==> config.mk <==
export PLATFORM = sky130hd
export DESIGN_NAME = dual_dac_frontend
export DESIGN_NICKNAME = d
export VERILOG_FILES = /design/src/rtl/dual_dac_frontend.sv
export SDC_FILE = /design/constraint.sdc
export NUM_CORES = 1
export LEC_CHECK = 0
export ABC_AREA = 0
export BUFFER_PORTS_ARGS = -buffer_cell sky130_fd_sc_hd__buf_4
export CORE_MARGIN = 4
export CORE_UTILIZATION = 55
export CTS_CLUSTER_DIAMETER = 120
export DETAILED_ROUTE_END_ITERATION = 12
export MAX_ROUTING_LAYER = met4
export PLACE_DENSITY = 0.77
export REMOVE_ABC_BUFFERS = 1
export SYNTH_ARGS = -nofsm -noshare
export SYNTH_HDL_FRONTEND = slang
export SYNTH_SLANG_ARGS = --single-unit
==> constraint.sdc <==
create_clock -name clk -period 1.6 [get_ports clk]
set_input_delay 0.32 -clock clk [delete_from_list [all_inputs] [get_ports clk]]
set_output_delay 0.32 -clock clk [all_outputs]
set_load 0.01 [all_outputs]
==> src/rtl/dual_dac_frontend.sv <==
module dual_dac_frontend #(
  parameter int PORT_W = 14,
  parameter int RES    = 14
) (
  input  logic              clk,
  input  logic              rst_n,
  input  logic              mode_dual,
  input  logic              sel_int_en,
  input  logic              sel_set,
  input  logic              sel_clr,
  input  logic              wr_a,
  input  logic              upd_a,
  input  logic              upd_b,
  input  logic              wr_b,
  input  logic [PORT_W-1:0] port_a,
  input  logic [PORT_W-1:0] port_b,
  output logic [PORT_W-1:0] out_a,
  output logic [PORT_W-1:0] out_b
);
  localparam int NC = 6;
  localparam int DROP = PORT_W - RES;
  localparam logic [PORT_W-1:0] KEEP = {PORT_W{1'b1}} << DROP;
  localparam int I_WRA = 0, I_UPA = 1, I_UPB = 2, I_WRB = 3, I_SET = 4, I_CLR = 5;

  logic [NC-1:0] c1, c2, c3, rise, fall;
  logic [PORT_W-1:0] a1, a2, b1, b2, buf_a, buf_b;
  logic mode_q, sel_q, iq_rst, sel_eff, upd_b_ev;

  always_ff @(posedge clk or negedge rst_n)
    if (!rst_n) begin
      c1 <= '0; c2 <= '0; c3 <= '0;
      a1 <= '0; a2 <= '0; b1 <= '0; b2 <= '0;
    end else begin
      c1 <= {sel_clr, sel_set, wr_b, upd_b, upd_a, wr_a};
      c2 <= c1; c3 <= c2;
      a1 <= port_a; a2 <= a1;
      b1 <= port_b; b2 <= b1;
    end

  always_ff @(posedge clk)
    if (!rst_n) mode_q <= mode_dual;

  assign rise     = c2 & ~c3;
  assign fall     = ~c2 & c3;
  assign iq_rst   = !mode_q && c2[I_UPB];
  assign sel_eff  = sel_int_en ? sel_q : c2[I_WRB];
  assign upd_b_ev = mode_q ? rise[I_UPB] : rise[I_UPA];

  always_ff @(posedge clk or negedge rst_n)
    if (!rst_n) begin
      buf_a <= '0; buf_b <= '0;
    end else if (mode_q) begin
      if (rise[I_WRA]) buf_a <= a2 & KEEP;
      if (rise[I_WRB]) buf_b <= b2 & KEEP;
    end else if (iq_rst) begin
      buf_a <= '0; buf_b <= '0;
    end else if (rise[I_WRA]) begin
      if (sel_eff) buf_a <= a2 & KEEP;
      else         buf_b <= a2 & KEEP;
    end

  always_ff @(posedge clk or negedge rst_n)
    if (!rst_n) begin
      out_a <= '0; out_b <= '0;
    end else begin
      if (rise[I_UPA]) out_a <= buf_a;
      if (upd_b_ev)    out_b <= buf_b;
    end

  always_ff @(posedge clk or negedge rst_n)
    if (!rst_n) sel_q <= 1'b1;
    else if (!mode_q) begin
      if (iq_rst || c2[I_SET]) sel_q <= 1'b1;
      else if (c2[I_CLR])      sel_q <= 1'b0;
      else if (fall[I_WRA])    sel_q <= ~sel_q;
    end

  AST_DUAL_SEL_IDLE: assert property (@(posedge clk) disable iff (!rst_n)
    mode_q |=> $stable(sel_q));
  AST_OUTA_HOLD: assert property (@(posedge clk) disable iff (!rst_n)
    !rise[I_UPA] |=> $stable(out_a));
  AST_ONE_TARGET: assert property (@(posedge clk) disable iff (!rst_n)
    (!mode_q && rise[I_WRA]) |=> ($stable(buf_a) || $stable(buf_b)));
  AST_OUTB_HOLD: assert property (@(posedge clk) disable iff (!rst_n)
    !upd_b_ev |=> $stable(out_b));
  AST_SEL_TOGGLE: assert property (@(posedge clk) disable iff (!rst_n)
    (!mode_q && fall[I_WRA] && !iq_rst && !c2[I_SET] && !c2[I_CLR]) |=> (sel_q != $past(sel_q)));
  AST_SET_WINS: assert property (@(posedge clk) disable iff (!rst_n)
    (!mode_q && c2[I_SET]) |=> sel_q);
  AST_IQRST_CLEAR: assert property (@(posedge clk) disable iff (!rst_n)
    iq_rst |=> (buf_a == '0 && buf_b == '0 && sel_q));
  AST_LOW_BITS_ZERO: assert property (@(posedge clk) disable iff (!rst_n)
    ((out_a & ~KEEP) == '0 && (out_b & ~KEEP) == '0));
  AST_MODE_FIXED: assert property (@(posedge clk) disable iff (!rst_n)
    1'b1 |=> $stable(mode_q));
endmodule

==> results of run 1 <==
==> power breakdown <==
part | leakage [nW] | switching (W) | internal, W | total [W]
sequential | 1.57 | 0.000241 | 0.00371 | 0.00395
clock | 0.282 | 0.00137 | 0.00237 | 0.00374
combinational | 1.04 | 0.000512 | 0.000621 | 0.00113
total | 2.90 | 0.00212 | 0.00671 | 0.00883
==> registers in the layout (all words and copies together) (netlist names) <==
| signal | flops |
|---|---|
| a1 | 14 |
| a2 | 14 |
| b1 | 14 |
| b2 | 14 |
| buf_a | 14 |
| buf_b | 14 |
| out_a | 14 |
| out_b | 14 |
| c1 | 6 |
| c2 | 6 |
| c3 | 4 |
| mode_q | 1 |
| sel_q | 1 |
==> routing by layer <==
layer	vias up	wire, um	part of all wire, %
li1	1207	-	-
met1	1334	3600	42
met2	70	4520	53
met3	6	397	4.6
met4	0	77	0.90
met5	-	0	0
==> worst max path at each step <==
stage                     end  slack, ns  depth (start not counted)
finish              out_b[12]       0.11                          5
global route        out_b[11]      0.008                          5
CTS                 out_b[12]       0.08                          5
detailed placement   buf_b[8]       0.11                          5
global placement    out_b[10]       0.17                          5
floorplan           buf_b[13]      -0.41                          3
==> critical path: cells and delay by family (launching register included) <==
kind / cells / cell delay (ns)
flops: 1 / 0.44
buf+inv: 2 / 0.36
compound gates: 1 / 0.17
mux: 1 / 0.34
simple gates: 1 / 0.06
==> Yosys cell counts, types with 2 or more instances <==
master    count
buf_6         3
mux2_1       28
mux2i_1      28
nand2b_1      3
nand2_1      29
nor3b_1      14
inv_1        15
dfrtp_1     128
clkbuf_1      4
nor2b_1       2
nor2_1        2
a21oi_1      13
buf_2         6
==> kinds of logic (layout without fill, tap and decap cells) <==
| family | Yosys count | after routing |
|---|---|---|
| buffers and inverters | 30 | 165 |
| muxes | 57 | 57 |
| and+or+nand+nor | 51 | 51 |
| AOI/OAI and AO/OA | 20 | 20 |
| DFF | 130 | 130 |
==> through the flow <==
step                      power (W)  setup TNS [ns]  hold slack (ns)  worst slack, ns  instances
final                       0.00883               0            0.220            0.106        525
after global placement      0.00502               0            0.159            0.166        457
after floorplan             0.00440          -12.78           0.0244           -0.414        273
after detailed placement    0.00506               0            0.159            0.110        457
after global routing        0.00924               0            0.205          0.00796        525
after CTS                   0.00891               0            0.197           0.0753        525
==> timing repair <==
item | 4_1_cts | 5_1_grt
hold endpoints to repair | 118 | 0
gates resized for setup | 0 | 1
hold buffers | 36 | 0
endpoints found under the setup margin | 0 | 4
==> final cells by class <==
type | count | area (sq um)
flip-flops and latches | 130 | 3260
fillers | 446 | 1750
repair buffers | 118 | 996
multi-input cells | 128 | 993
clock buffers | 19 | 422
clock inverters | 13 | 164
well taps | 102 | 128
inverters | 15 | 56.3
==> summary.txt, run 1 <==
Worst setup path
  – Data required time at the worst endpoint: 1.97 ns
  – Crit Path Category: reg2reg
  – Critical path launch point: mode_q
  – Worst reg2reg path depth: 5
  – Critical path's largest stage delay: 0.44 ns
  – Worst path slowest cell: edfxtp_1
  – Worst setup SP type: flop
  – Arrival time of the worst setup path: 1.87 ns
  – Crit path max fanout: 8
  – RR Endpoint: out_b[12]
  – Reg2reg setup slack: 0.11 ns
  – CP Capture Type: flop
  – Cell Chain, Critical Path: buf_4, nand2_1, o22a_1, buf_6, mux2_1
  – Critical R2R Launch: mode_q

Logic synthesis
  – Synthesis-stage register bit count: 130
  – Synth Area in XOR/XNOR: 0%
  – Synth unique cells: 26
  – EDFF count, synth: 1
  – Synth Area in Adders: 0%
  – YS warnings: 0
  – Async SR Flop Fraction: 99.2%
  – Cells after synthesis: 288
  – Synthesized area: 4420 sq um
  – Compound-Gate Fraction of Synth Area: 2.75%
  – Main combinational cell family by area after synthesis: multiplexers
  – Syn_area_per_cell: 15.3 sq um
  – Yosys top cell area share: 72.5%
  – Primary FF master, synth: dfrtp_1
  – Mux share of post-synthesis cell area: 13.8%
  – Synth area leaders: dfrtp_1 73%, mux2_1 7.1%, mux2i_1 6.3%, nand2_1 2.5%, nor3b_1 2.4%
  – Simple-Gate Fraction of Synth Area: 5.92%
  – Leading area contributor after synthesis: dfrtp_1
  – Sequential fraction of the synthesis area: 73.8%

Finish
  – Fin util: 77.5%
  – Highest-count cells in the layout ignoring fill and taps: 128 x dfrtp_1, 79 x buf_4, 36 x dlygate4sd3_1
  – Area Overhead vs Synth: 36.3%
  – Nets@finish: 448
  – Final Cell Area: 6020 sq um
  – Most common cell after layout, fill and taps aside: dfrtp_1
  – ANT cells: 0
  – Layout cells sized above 1: 27.2%

Worst hold path
  – Hold Path Class: in2async

Global route
  – Pin count of the biggest net entering global routing: 71
  – First-pass GRT wire length: 14.8 mm
  – Busiest grt layer: met2
  – Met3 global-route usage: 6.46%
  – Gr ovfl total: 0
  – M2 GR Usage: 33.9%
  – Vias in the first global route: 2942
  – Initial antenna violation count: 0
  – Total GRT Usage: 21.1%
  – Met1 usage: 25.5%

Run status
  – Status: finished, final reports clean

Power and ir drop
  – P per Cell Area: 1470 nW/um^2
  – Peak VDD IR: 1.25 mV
  – Leak: 2.90 nW

Detailed routing
  – WL final: 8.60 mm
  – Residual DRC: 0
  – Drt wl/cell: 16.4 um
  – Routed Antenna Nets: 0
  – Vias: 2617
  – Via-to-Cell Ratio: 4.98
  – DRT Pass-1 Iters: 4
  – Initial DRC Count: 67

Placement
  – IO buf count: 65
  – Placed inst area: 5070 sq um
  – GPL Wtd Cong: 0.810
  – Final HPWL DP: 5.23 mm

Timing
  – Worst-margin pin slew: 0.541 ns
  – Hold Vio Cnt, Final: 0
  – Ratio of final minimum period to clock period: 93.4%
  – Fin crit period: 1.49 ns
  – Final Setup Violations: 0
  – Worst Skew: 0.00803 ns
  – Final slew viol count: 0
  – Rel. slew slack: 63.9%
  – F_max: 669 MHz
  – RSZ-0062 raised after global routing: no

Clocking
  – Clock buffer depth: 2
  – Clk Latency, worst-skew pair: 0.50 ns
  – H-tree Lvls: 4
  – Root Buffer: clkbuf_8
  – Post-CTS Setup Bufs: 0
  – CTS tree: done
  – CTS buffer count: 17
  – Clock Sinks: 130
  – Worst-path clk slew: 0.06 ns

Floorplan
  – Core box area: 7770 sq um
  – Std cell rows: 32
  – Full die area: 9530 sq um
  – Top Ports: 66
  – Initial core utilization: 56.8%
  – Die span in x: 97.6 um
  – Die Span Y: 97.6 um

Flow run
  – # Max-Cap Violations: 0
(Power assumes the default switching activity.)
==> run 2: changes to the inputs <==
CORE_ASPECT_RATIO = 0.5   (was unset)
==> summary.txt, run 2 (same netlist as run 1, synthesis figures left out) <==
Timing
  – Final slew viol count: 0
  – Worst-margin pin slew: 0.641 ns
  – Rel. slew slack: 57.3%
  – Final Setup Violations: 0
  – Worst Skew: 0.00995 ns
  – F_max: 652 MHz
  – Hold Vio Cnt, Final: 0
  – Hold WS: 0.0168 ns
  – Fin crit period: 1.53 ns
  – Ratio of final minimum period to clock period: 95.9%

Placement
  – GPL Wtd Cong: 0.793
  – Placed inst area: 5050 sq um
  – Final HPWL DP: 5.18 mm
  – IO buf count: 65

Global route
  – Pin count of the biggest net entering global routing: 130
  – First-pass GRT wire length: 13.6 mm
  – Total GRT Usage: 19.7%
  – Gr ovfl total: 0
  – Vias in the first global route: 2737
  – Initial antenna violation count: 0

Clocking
  – Clk Latency, worst-skew pair: 0.40 ns
  – Root Buffer: clkbuf_16
  – Worst-path clk slew: 0.06 ns
  – H-tree Lvls: 4
  – Clock Sinks: 130
  – CTS buffer count: 17
  – CTS tree: done
  – Clock buffer depth: 2

Floorplan
  – Top Ports: 66
  – Initial core utilization: 58.3%
  – Std cell rows: 22
  – Full die area: 9610 sq um
  – Core box area: 7570 sq um
  – Die span in x: 135 um
  – Die Span Y: 71.4 um

Worst setup path
  – Reg2reg setup slack: 0.07 ns
  – Worst reg2reg path depth: 4
  – Arrival time of the worst setup path: 1.81 ns
  – Data required time at the worst endpoint: 1.88 ns
  – CP Capture Type: flop
  – Crit path max fanout: 6
  – Worst setup SP type: flop
  – Critical R2R Launch: sel_q
  – RR Endpoint: buf_b[3]
  – Crit Path Category: reg2reg

Finish
  – Final Cell Area: 5780 sq um
  – Fin util: 76.3%
  – ANT cells: 0
  – Highest-count cells in the layout ignoring fill and taps: 128 x dfrtp_1, 79 x buf_4, 29 x nand2_1
  – Area Overhead vs Synth: 30.9%
  – Filler cells: 456
  – Layout cells sized above 1: 30.5%
  – Nets@finish: 417
  – Most common cell after layout, fill and taps aside: dfrtp_1

Power and ir drop
  – Peak VDD IR: 0.998 mV
  – Leak: 2.80 nW
  – P per Cell Area: 1530 nW/um^2
  – Total Power: 0.00885 W

Detailed routing
  – DRT Pass-1 Iters: 4
  – Vias: 2518
  – Via-to-Cell Ratio: 5.06
  – Drt wl/cell: 18.0 um
  – Routed Antenna Nets: 0
  – Residual DRC: 0
  – WL final: 8.99 mm
  – Initial DRC Count: 178

Flow run
  – # Max-Cap Violations: 0

Worst hold path
  – Hold Path Class: in2async

Run status
  – Status: finished, final reports clean
run 2: cell count changes in the layout (fill, tap and decap cells not counted), sizes merged:
cell | before | now
dlygate4sd3 | 36 | 2
clkbuf | 19 | 26
clkinv | 8 | 3
buf | 82 | 84
clkinvlp | 2 | 0
bufinv | 3 | 2
run 2: how the worst max path moves through the flow:
stage / to / cells after the start / start / slack [ns]
after floorplan: buf_b[13] / 3 / mode_q / -0.41
after global placement: buf_b[12] / 5 / sel_int_en / 0.06
after detailed placement: buf_b[9] / 4 / mode_q / -0.07
after CTS: buf_b[3] / 4 / mode_q / 0.01
after global routing: buf_b[7] / 6 / mode_q / -0.03
final: buf_b[3] / 4 / sel_q / 0.07
run 2: where the power goes:
part / internal (W) / leakage, nW / switching (W) / total (W)
clock: 0.00248 / 0.289 / 0.00129 / 0.00377
sequential: 0.00372 / 1.57 / 0.000233 / 0.00395
combinational: 0.000608 / 0.934 / 0.000529 / 0.00114
total: 0.00680 / 2.80 / 0.00205 / 0.00885
run 2: what timing repair did:
item / 4_1_cts / 5_1_grt
buffers inserted: 0 / 6
gates cloned: 0 / 1
pin swaps: 0 / 3
setup endpoints to repair: 13 / 23
hold endpoints to repair: 0 / 2
resized for setup: 2 / 10
hold buffers: 0 / 2
run 2: area by class of cell:
class                           count  area, sq um  share of cell area [%]
Clock buffer                       25          505                    8.75
Clock inverter                      5         75.1                    1.30
Inverter                           15         56.3                   0.974
Multi-Input combinational cell    128         1020                    17.7
Sequential cell                   130         3260                    56.4
Tap cell                          108          135                    2.34
Timing Repair Buffer               87          724                    12.5
run 2: critical path, cell delays in order, from the launching register on:
cell and delay (ns):
dfstp_2 0.54, mux2i_1 0.13, a211o_4 0.41, buf_12 0.16, mux2i_4 0.18
run 2: through the flow:
step	std cells	setup slack, ns	TNS (ns)
global route	498	-0.0277	-0.0496
floorplan	273	-0.414	-12.78
CTS	489	0.00988	0
global placement	459	0.0601	0
detailed placement	459	-0.0677	-0.216
finish	498	0.0662	0
run 2: routing by layer:
layer / track usage, % / vias up / share of wire [%]
met2: 31.1 / 72 / 50
met5: - / - / 0
met3: 6.87 / 8 / 5.1
li1: - / 1140 / -
met4: 8.47 / 0 / 1.1
met1: 23.2 / 1298 / 44
